### config.mk
export PLATFORM = sky130hd
export DESIGN_NAME = rx_addr_filter
export DESIGN_NICKNAME = d
export VERILOG_FILES = /design/src/rtl/rxf_pkg.sv /design/src/rtl/rxf_cfg_regs.sv /design/src/rtl/rxf_frame_track.sv /design/src/rtl/rx_addr_filter.sv
export SDC_FILE = /design/constraint.sdc
export NUM_CORES = 1
export LEC_CHECK = 0
export CORE_MARGIN = 1
export CORE_UTILIZATION = 25
export CTS_CLUSTER_DIAMETER = 150
export DETAILED_ROUTE_END_ITERATION = 7
export PLACE_DENSITY = 0.5
export SETUP_SLACK_MARGIN = 0.3
export SLEW_MARGIN = 20
export SYNTH_ARGS = -nofsm -noshare
export SYNTH_HDL_FRONTEND = slang
export SYNTH_SLANG_ARGS = --single-unit
### constraint.sdc
create_clock -name clk -period 4 [get_ports clk]
set_input_delay 0.6 -clock clk [delete_from_list [all_inputs] [get_ports clk]]
set_output_delay 0.6 -clock clk [all_outputs]
set_load 0.03 [all_outputs]
### src/rtl/rxf_pkg.sv
package rxf_pkg;
    localparam int ADDR_BYTES = 6;
    localparam int HASH_WORDS = 4;
    localparam int HASH_IDX_W = 7;
    localparam int WORD_SEL_W = $clog2(HASH_WORDS);
    localparam int BIT_SEL_W  = HASH_IDX_W - WORD_SEL_W;
    localparam int IDX_LSB    = 23;
    localparam logic [31:0] CRC_POLY = 32'h04C11DB7;

    localparam logic [2:0] REG_HASH0 = 3'd0;
    localparam logic [2:0] REG_STA_HI = 3'd4;
    localparam logic [2:0] REG_STA_LO = 3'd5;
    localparam logic [2:0] REG_CTRL   = 3'd6;

    typedef struct packed {
        logic [HASH_WORDS-1:0][31:0] hash;
        logic [8*ADDR_BYTES-1:0]     station;
        logic [15:0]                 min_len;
        logic                        frag_en;
        logic                        all_mc;
        logic                        mc_en;
        logic                        uc_en;
    } rxf_cfg_t;

    // One byte of the address CRC: MSB-feedback shift, data taken LSB first.
    function automatic logic [31:0] crc_byte(input logic [31:0] crc_in,
                                             input logic [7:0]  data);
        logic [31:0] c;
        c = crc_in;
        for (int b = 0; b < 8; b++) begin
            if (c[31] ^ data[b]) c = {c[30:0], 1'b0} ^ CRC_POLY;
            else                 c = {c[30:0], 1'b0};
        end
        return c;
    endfunction
endpackage

### src/rtl/rxf_cfg_regs.sv
module rxf_cfg_regs
    import rxf_pkg::*;
(
    input  logic        clk,
    input  logic        rst_n,
    input  logic        cfg_wr,
    input  logic [2:0]  cfg_addr,
    input  logic [31:0] cfg_wdata,
    output rxf_cfg_t    cfg
);
    rxf_cfg_t cfg_d, cfg_q;
    logic [HASH_WORDS-1:0][31:0] hash_d;

    // Per-word hash write decode.
    for (genvar w = 0; w < HASH_WORDS; w++) begin : g_hash
        always_comb begin
            hash_d[w] = cfg_q.hash[w];
            if (cfg_wr && cfg_addr == REG_HASH0 + 3'(w))
                hash_d[w] = cfg_wdata;
        end
    end

    always_comb begin
        cfg_d      = cfg_q;
        cfg_d.hash = hash_d;
        if (cfg_wr) begin
            case (cfg_addr)
                REG_STA_HI: cfg_d.station[15:0]  = cfg_wdata[15:0];
                REG_STA_LO: cfg_d.station[47:16] = cfg_wdata;
                REG_CTRL: begin
                    cfg_d.uc_en   = cfg_wdata[0];
                    cfg_d.mc_en   = cfg_wdata[1];
                    cfg_d.all_mc  = cfg_wdata[2];
                    cfg_d.frag_en = cfg_wdata[3];
                    cfg_d.min_len = cfg_wdata[31:16];
                end
                default: ;
            endcase
        end
    end

    always_ff @(posedge clk) begin
        if (!rst_n) cfg_q <= '0;
        else        cfg_q <= cfg_d;
    end

    assign cfg = cfg_q;
endmodule

### src/rtl/rxf_frame_track.sv
module rxf_frame_track
    import rxf_pkg::*;
#(
    parameter int LEN_W = 16
) (
    input  logic                    clk,
    input  logic                    rst_n,
    input  logic                    in_valid,
    input  logic                    in_sof,
    input  logic [7:0]              in_byte,
    output logic [LEN_W-1:0]        len_nx,
    output logic [8*ADDR_BYTES-1:0] da_nx,
    output logic [31:0]             crc_nx
);
    localparam logic [LEN_W-1:0] LEN_MAX = '1;

    typedef struct packed {
        logic [LEN_W-1:0]        cnt;
        logic [8*ADDR_BYTES-1:0] da;
        logic [31:0]             crc;
    } trk_t;

    trk_t st_d, st_q;
    logic [LEN_W-1:0] idx;
    logic [31:0]      crc_base;

    always_comb begin
        st_d     = st_q;
        idx      = in_sof ? '0 : st_q.cnt;
        crc_base = in_sof ? '1 : st_q.crc;
        if (in_valid) begin
            if (in_sof) begin
                st_d.cnt = LEN_W'(1);
                st_d.da  = '0;
            end else if (st_q.cnt != LEN_MAX) begin
                st_d.cnt = st_q.cnt + LEN_W'(1);
            end
            st_d.crc = crc_base;
            if (idx < LEN_W'(ADDR_BYTES)) begin
                st_d.da[{idx[2:0], 3'b000} +: 8] = in_byte;
                st_d.crc = crc_byte(crc_base, in_byte);
            end
        end
    end

    always_ff @(posedge clk) begin
        if (!rst_n) st_q <= '{cnt: '0, da: '0, crc: '1};
        else        st_q <= st_d;
    end

    assign len_nx = st_d.cnt;
    assign da_nx  = st_d.da;
    assign crc_nx = st_d.crc;
endmodule

### src/rtl/rx_addr_filter.sv
module rx_addr_filter
    import rxf_pkg::*;
#(
    parameter int LEN_W = 16
) (
    input  logic        clk,
    input  logic        rst_n,
    input  logic        in_valid,
    input  logic        in_sof,
    input  logic        in_eof,
    input  logic [7:0]  in_byte,
    input  logic        cfg_wr,
    input  logic [2:0]  cfg_addr,
    input  logic [31:0] cfg_wdata,
    output logic        dec_valid,
    output logic        dec_accept
);
    rxf_cfg_t                cfg;
    logic [LEN_W-1:0]        len_nx;
    logic [8*ADDR_BYTES-1:0] da_nx;
    logic [31:0]             crc_nx;

    rxf_cfg_regs u_cfg (
        .clk(clk), .rst_n(rst_n), .cfg_wr(cfg_wr),
        .cfg_addr(cfg_addr), .cfg_wdata(cfg_wdata), .cfg(cfg)
    );

    rxf_frame_track #(.LEN_W(LEN_W)) u_trk (
        .clk(clk), .rst_n(rst_n), .in_valid(in_valid), .in_sof(in_sof),
        .in_byte(in_byte), .len_nx(len_nx), .da_nx(da_nx), .crc_nx(crc_nx)
    );

    typedef struct packed {
        logic valid;
        logic accept;
    } dec_t;

    dec_t dec_d, dec_q;
    logic [HASH_IDX_W-1:0] hidx;
    logic hash_hit, is_bcast, is_mcast, uc_match, addr_ok, runt, short_da;
    logic [LEN_W-1:0] min_len_w;

    always_comb begin
        hidx      = crc_nx[IDX_LSB +: HASH_IDX_W];
        hash_hit  = cfg.hash[hidx[HASH_IDX_W-1 -: WORD_SEL_W]][hidx[BIT_SEL_W-1:0]];
        is_bcast  = &da_nx;
        is_mcast  = da_nx[0] && !is_bcast;
        uc_match  = (da_nx == cfg.station);
        min_len_w = LEN_W'(cfg.min_len);
        runt      = cfg.frag_en && (len_nx < min_len_w);
        short_da  = len_nx < LEN_W'(ADDR_BYTES);

        if (!cfg.uc_en && !cfg.mc_en) addr_ok = 1'b1;
        else if (short_da)            addr_ok = 1'b0;
        else if (is_bcast)            addr_ok = 1'b1;
        else if (is_mcast)            addr_ok = cfg.all_mc || !cfg.mc_en || hash_hit;
        else                          addr_ok = !cfg.uc_en || uc_match;

        dec_d.valid  = in_valid && in_eof;
        dec_d.accept = dec_d.valid && addr_ok && !runt;
    end

    always_ff @(posedge clk) begin
        if (!rst_n) dec_q <= '0;
        else        dec_q <= dec_d;
    end

    assign dec_valid  = dec_q.valid;
    assign dec_accept = dec_q.accept;
endmodule

### Yosys cells after proc, flatten, opt, wreduce, memory -nomap -nowiden

Index checks and enable logic that the tools add are counted.

| storage, ports and cells | value |
|---|---|
| bits in registers | 294 |
| bits in latches | 0 |
| bits in writable memories | 0 |
| memory bits (read-only) | 0 |
| memories | 0 |

| operators by class | value |
|---|---|
| add/sub/neg operators | 2 |
| $mul | 0 |
| div/mod/pow operators | 0 |
| order comparisons | 5 |
| equality and inequality tests | 8 |
| shifts and indexed selects | 2 |
| muxes and demuxes | 39 |
| bitwise logic cells | 16 |
| reductions and logical operators | 22 |

Operators with widths:

| kind | number |
|---|---|
| $mux W32 | 16 |
| $mux W27 | 8 |
| $not A14 Y14 | 8 |
| $mux W48 | 2 |
| $mux W96 | 1 |
| $mux W80 | 1 |
| $bmux W32 S2 | 1 |
| $bwmux W48 | 1 |
| $eq A48 B48 Y1 | 1 |
| $mux W16 | 3 |
| $reduce_and A48 Y1 | 1 |
| $shift A8 B8 Y48 const A | 1 |
| $shiftx A8 B8 Y48 | 1 |
| $lt A16 B3 Y1 const B | 2 |
| $add A16 B1 Y16 const B | 1 |
| $lt A16 B16 Y1 | 1 |
| $ne A16 B16 Y1 const B | 1 |
| $logic_and A1 B1 Y1 | 10 |
| $eq A3 B3 Y1 const B | 3 |
| $neg A6 Y8 | 1 |
| $xor A1 B1 Y1 | 8 |
| $eq A3 B2 Y1 const B | 2 |
| $lt A5 B6 Y1 const B | 1 |
| $reduce_and A2 Y1 | 3 |
| other kinds (7) | 16 |

### Depth between registers and ports, before layout

| depth | value |
|---|---|
| depth in word-level cells | 44 |
| depth in mapped cells | 18 |
| depth with buffers taken out | 17 |

### Modules after synthesis

Synthesis repeated with hierarchy kept, for this count alone.

| second synthesis, totals | value |
|---|---|
| cell total of the unflattened synthesis | 1478 |
| area, all modules | 14712.9 um^2 |

By module, submodules not included:

| module | times used | cells each | area each (um^2) | seq. area each (um^2) |
|---|---|---|---|---|
| rxf_cfg_regs | 1 | 674 | 7104.3 | 3923.8 |
| rxf_frame_track | 1 | 572 | 5366.4 | 1921.8 |
| rx_addr_filter | 1 | 232 | 2242.2 | 40.0 |

### Worst setup path after synthesis

Ideal clock, no wire load.

| timing | value |
|---|---|
| path kind | input port to flip-flop |
| from | input port in_sof |
| to | register dec_q, in the netlist dec_accept |
| library setup time | 0.059 ns |
| arrival | 4.113 ns |
| slack | -0.173 ns |
| cell stages on the path | 17 |
| path through | buf_2 > nor2b_1 > inv_1 > ha_1 > ha_1 > nor4bb_1 > o21a_1 > buf_1 > nand3_2 > o221ai_1 > xnor2_1 > nor4_1 > nand4_1 > or3_1 > o311a_1 > and3b_1 > o311a_1 |

| on the way | value |
|---|---|
| cells in the longest elaborated chain, start to end | 37 |
| elaborated cells between the ends (all ways) | 70 |

RTL lines:

| element | line | source |
|---|---|---|
| from (decl) | rx_addr_filter.sv:9 | `input logic in_sof,` |
| $mux W32 | rxf_frame_track.sv:30 | `crc_base = in_sof ? '1 : st_q.crc;` |
| $mux W27, or another cell as far along | rxf_pkg.sv:31 | `if (c[31] ^ data[b]) c = {c[30:0], 1'b0} ^ CRC_POLY;` |
| $mux W32 or $mux W27 (tied branches) | rxf_frame_track.sv:39, rxf_pkg.sv:31 |  |
| $mux W32, on equally long branches | rxf_frame_track.sv:31, rxf_frame_track.sv:39 |  |
| $not A14 Y14 (no line), or another cell as far along | n/a |  |
| $mux W27 or $mux W32 (tied branches) | rxf_pkg.sv:31, rxf_frame_track.sv:39 |  |
| $mux W32, on equally long branches | rxf_frame_track.sv:39, rxf_frame_track.sv:31 |  |
| $mux W32 or $mux W27 (tied branches) | rxf_frame_track.sv:31, rxf_pkg.sv:31 |  |
| [... 21 more ...] | n/a |  |
| $mux W1 (implied by the code) | rx_addr_filter.sv:45 | `hash_hit = cfg.hash[hidx[HASH_IDX_W-1 -: WORD_SEL_W]][hidx[BIT_SEL_W-1:0]];` |
| $logic_or A1 B1 Y1 | rx_addr_filter.sv:56 | `else if (is_mcast) addr_ok = cfg.all_mc \|\| !cfg.mc_en \|\| hash_hit;` |
| $mux W1 | rx_addr_filter.sv:56 |  |
| $mux W1 | rx_addr_filter.sv:55 | `else if (is_bcast) addr_ok = 1'b1;` |
| $mux W1 | rx_addr_filter.sv:54 | `else if (short_da) addr_ok = 1'b0;` |
| $mux W1 | rx_addr_filter.sv:53 | `if (!cfg.uc_en && !cfg.mc_en) addr_ok = 1'b1;` |
| $logic_and A1 B1 Y1 | rx_addr_filter.sv:60 | `dec_d.accept = dec_d.valid && addr_ok && !runt;` |
| $logic_and A1 B1 Y1 * | rx_addr_filter.sv:60 |  |
| to (signal assigned) | rx_addr_filter.sv:64 | `if (!rst_n) dec_q <= '0;` |
| to (signal assigned) | rx_addr_filter.sv:65 | `else dec_q <= dec_d;` |
| to (decl) | rx_addr_filter.sv:38 | `dec_t dec_d, dec_q;` |

Every way passes the cells marked *; elsewhere a longest branch is shown, timed or not. The select of a mux whose other input is x is not followed.
A chain may end at the register's enable or synchronous reset.

### Worst setup path after layout

| timing | value |
|---|---|
| from | register u_trk.st_q[81] in the netlist's numbering |
| to | register dec_q, in the netlist dec_accept |

| on the way | value |
|---|---|
| cells in the longest elaborated chain, start to end | 15 |
| elaborated cells between the ends (all ways) | 32 |

RTL lines:

| element | line | source |
|---|---|---|
| from (decl) | rxf_frame_track.sv:23 | `trk_t st_d, st_q;` |
| from (signal assigned) | rxf_frame_track.sv:47 | `if (!rst_n) st_q <= '{cnt: '0, da: '0, crc: '1};` |
| from (signal assigned) | rxf_frame_track.sv:48 | `else st_q <= st_d;` |
| $mux W16 | rxf_frame_track.sv:29 | `idx = in_sof ? '0 : st_q.cnt;` |
| $lt A16 B3 Y1 or $neg A6 Y8 (tied branches) | rxf_frame_track.sv:39, rxf_frame_track.sv:40 |  |
| $mux W80, or another cell as far along | rxf_frame_track.sv:39 | `if (idx < LEN_W'(ADDR_BYTES)) begin` |
| $mux W96 * | rxf_frame_track.sv:31 | `if (in_valid) begin` |
| $bmux W32 S2 or $mux W80 (tied branches) | rx_addr_filter.sv:45, rxf_frame_track.sv:39 |  |
| $mux W32 (implied by the code) or $mux W96 (tied branches) | rx_addr_filter.sv:45, rxf_frame_track.sv:31 |  |
| $bmux W1 S5 or $reduce_and A48 Y1 (tied branches) | rx_addr_filter.sv:45, rx_addr_filter.sv:46 |  |
| $mux W1 (implied by the code) or $logic_not A1 Y1 (tied branches) | rx_addr_filter.sv:45, rx_addr_filter.sv:47 |  |
| $logic_or A1 B1 Y1 or $logic_and A1 B1 Y1 (tied branches) | rx_addr_filter.sv:56, rx_addr_filter.sv:47 |  |
| $mux W1 | rx_addr_filter.sv:56 |  |
| $mux W1 | rx_addr_filter.sv:55 |  |
| $mux W1 | rx_addr_filter.sv:54 |  |
| $mux W1 | rx_addr_filter.sv:53 |  |
| $logic_and A1 B1 Y1 | rx_addr_filter.sv:60 |  |
| $logic_and A1 B1 Y1 * | rx_addr_filter.sv:60 |  |

Marks and branches as above.

==> results.json <==
{
  "num_rows": 88,
  "ys.flop_type": "dfxtp_1",
  "routed-via-count": 14000,
  "start_kind": "flop",
  "route.final.wire_length_um": 52500,
  "arrival_ns": 4.22,
  "nNetsFinal": 2151,
  "max_freq_ghz": 0.269,
  "tightest_slew_ns": 0.791,
  "root_buffer": "clkbuf_16",
  "r2r_cells": 14,
  "clk-insertion-delay-late_ns": 0.57,
  "grt-ovfl-total": 0,
  "layout_common_cells": "552 x nand2_1, 291 x dfxtp_1, 227 x a21oi_1",
  "vdd_drop_max_uv": 387,
  "initial_core_util_pct": 25.3,
  "hold_end": "u_cfg.cfg[84]",
  "cts_max_level": 2,
  "fin_crit_ns": 3.72,
  "r2r_end": "dec_accept",
  "cell_internal_pwr_mw": 6.35,
  "crit_path_max_fanout": 7,
  "powerDensity_nw_per_um2": 500,
  "fp.dieW_um": 244,
  "syn-mean-instance-area_um2": 7.56,
  "power_frac_comb_pct": 28.5,
  "clkPwrFrac_pct": 37.6,
  "path_cells": "buf_4 > a211o_1 > or3_4 > buf_4 > nor4_4 > o21ai_4 > buf_4 > a22oi_2 > xor2_1 > nand4_1 > or3_1 > o311a_1 > and3b_1 > o311a_1",
  "path_clk_slew_ns": 0.06,
  "end_kind": "flop",
  "synth_cells": 1937,
  "finalNonFillerCells": 2874,
  "clock_skew_ns": 0.0306,
  "cpPeakStageDelay_ns": 0.41,
  "slowest_stage": "or3_4",
  "grt_pass1_wl_um": 80700,
  "rrSetupSlack_ns": 0.28,
  "required_ns": 4.51,
  "numClockSinks": 294,
  "core_area_um2": 57800,
  "p_switching_mw": 3.03,
  "grt_setup_unrepaired": "yes",
  "dp_cells": 2800,
  "drv_cap": 0,
  "synth_nets": 2005,
  "synth_top_area_share_pct": 40.2,
  "maxSlewHeadroom_pct": 47.1,
  "r2r_start": "u_trk.st_q[81]",
  "pin_count": 51,
  "ys_types": 75,
  "synth_area_um2": 14700,
  "holdPathStages": 2,
  "hold_buffers": 0,
  "synth_edf_count": 0,
  "cp_top_family": "simple AND/OR/NAND/NOR gates",
  "synth.ff_latch_count": 294,
  "hold_path_class": "flop to flop",
  "antenna_found_initial": 0,
  "io_buffers": 50,
  "crit_cells": 14,
  "wl_per_cell_um": 18.3,
  "die_y_um": 244,
  "cts_tree": "built",
  "hold_viol": 0,
  "ys_async_sr_fraction_pct": 0,
  "power_leakage_nw": 6.86,
  "fin_crit_sh_pct": 92.9,
  "worst_path_most_repeated_cell": "buf_4",
  "yosysSeqAreaShare_pct": 40.2,
  "swShare_pct": 32.3,
  "detail-route-antenna-nets": 0,
  "power_frac_seq_pct": 33.9,
  "n_antenna_cell": 0,
  "place_area_um2": 17300,
  "vias_per_cell": 4.86,
  "status": "complete, no violations",
  "worst-path-buf-inv": 3,
  "drc": 0,
  "drt_first_pass_iters": 5,
  "synth_area_leaders": "dfxtp_1 40%, nand2_1 14%, a21oi_1 7.8%",
  "setup_viol": 0,
  "final_common_cell": "nand2_1",
  "yosysWarnings": 0,
  "clk_path_buf_depth": 3,
  "first_iter_violations": 965,
  "syn2layout_area_growth_pct": 28.0,
  "grt_pass1_vias": 13500,
  "worstSetupPathType": "flop to flop",
  "grt_max_degree": 77,
  "postLayoutCellArea_um2": 18800,
  "layout-drive-gt1-share_pct": 15.0,
  "synth_largest_area_cell": "dfxtp_1",
  "die_area_um2": 59600,
  "numCtsBuffers": 35,
  "timing.final.max_slew_violations": 0,
  "hp-start": "u_cfg.cfg[84]",
  "gp_congestion": 0.925,
  "grt_usage_pct": 17.5,
  "hpwl_um": 37700,
  "startpoint": "u_trk.st_q[81]"
}
## logic make-up (layout without fill, tap and decap cells)
group,Yosys count,in the layout,synth area share (%)
and+or+nand+nor,906,906,26.9
AOI/OAI and AO/OA,369,369,15.1
DFF,294,294,40.2
buffers and inverters,162,334,4.35
xor gates and xnor gates,140,140,8.65
muxes,47,47,3.25
adders and majority gates,19,19,1.62
## worst max-delay path by stage
stage	to
2_1_floorplan	dec_accept
5_1_grt	dec_accept
3_3_place_gp	dec_accept
4_1_cts	dec_accept
3_5_place_dp	dec_accept
6_report	dec_accept
## layer usage
layer  vias up  share of wire [%]  track usage (%)
met5         -                  0                0
met4         0                3.8             6.99
met3       109                5.2             2.61
met2       389                 46             28.2
met1      6635                 45             23.3
li1       6829                  -                -
## synth_stat cells, types with 7 or more instances
cell type / number
a21oi_1: 228
a22o_1: 19
a22oi_1: 8
a31oi_1: 14
and2_1: 31
and3_1: 7
buf_2: 10
clkbuf_1: 112
dfxtp_1: 294
ha_1: 19
inv_1: 30
mux2i_1: 42
nand2_1: 553
nand2b_1: 7
nand3_1: 78
nand4_1: 23
nor2_1: 121
nor2b_1: 10
nor3_1: 27
nor4_1: 19
o211ai_1: 20
o21ai_0: 21
xnor2_1: 95
xor2_1: 42
## registers in the layout, indices dropped and copies added, names as in the netlist
signal	cells
u_cfg.cfg	196
dec_accept	1
dec_valid	1
u_trk.st_q	96
## per-stage QoR
| step | setup TNS, ns | utilization [%] | power (mW) | setup slack, ns | hold slack (ns) |
|---|---|---|---|---|---|
| 2_1_floorplan | 0 | - | 4.68 | 0.302 | 0.432 |
| 5_1_grt | 0 | 32.4 | 9.81 | 0.0607 | 0.469 |
| 3_5_place_dp | -0.228 | 29.9 | 5.88 | -0.228 | 0.447 |
| 3_3_place_gp | -0.218 | 29.9 | 5.88 | -0.218 | 0.442 |
| 4_1_cts | 0 | 32.4 | 9.48 | 0.243 | 0.439 |
| 6_report | 0 | 32.4 | 9.38 | 0.282 | 0.454 |
## power groups by stage
stage               Clock (mW)  Sequential, mW  Combinational [mW]
detailed placement           0            3.25                2.64
global route              3.73            3.20                2.88
floorplan                    0            3.20                1.48
finish                    3.53            3.19                2.67
global placement             0            3.24                2.64
CTS                       3.62            3.19                2.68
## what timing repair did
| action | 4_1_cts | 5_1_grt |
|---|---|---|
| pin swaps | 17 | 4 |
| buffers inserted | 9 | 1 |
| setup endpoints to repair | 1 | 1 |
| gates cloned | 1 | 0 |
| resized for setup | 24 | 6 |
## worst register-to-register path: cells and delay by family, from the launching register on
| kind | cells | cell delay [ns] |
|---|---|---|
| buffers and inverters | 3 | 0.52 |
| AND/OR/NAND/NOR | 5 | 1.46 |
| AO/OA/AOI/OAI | 5 | 1.17 |
| flip-flops | 1 | 0.34 |
| XOR/XNOR | 1 | 0.19 |
## final cells by class
cell class                 instances  area (um2)
clock buffer                      48        1020
clock inverter                    15         236
fill                            6179       39000
inverter                          31         121
multi-input combinational       1481        8430
sequential                       294        5890
tap                              765         957
timing repair buffer             240        2100
No activity file was read; power rests on OpenSTA's default activity.
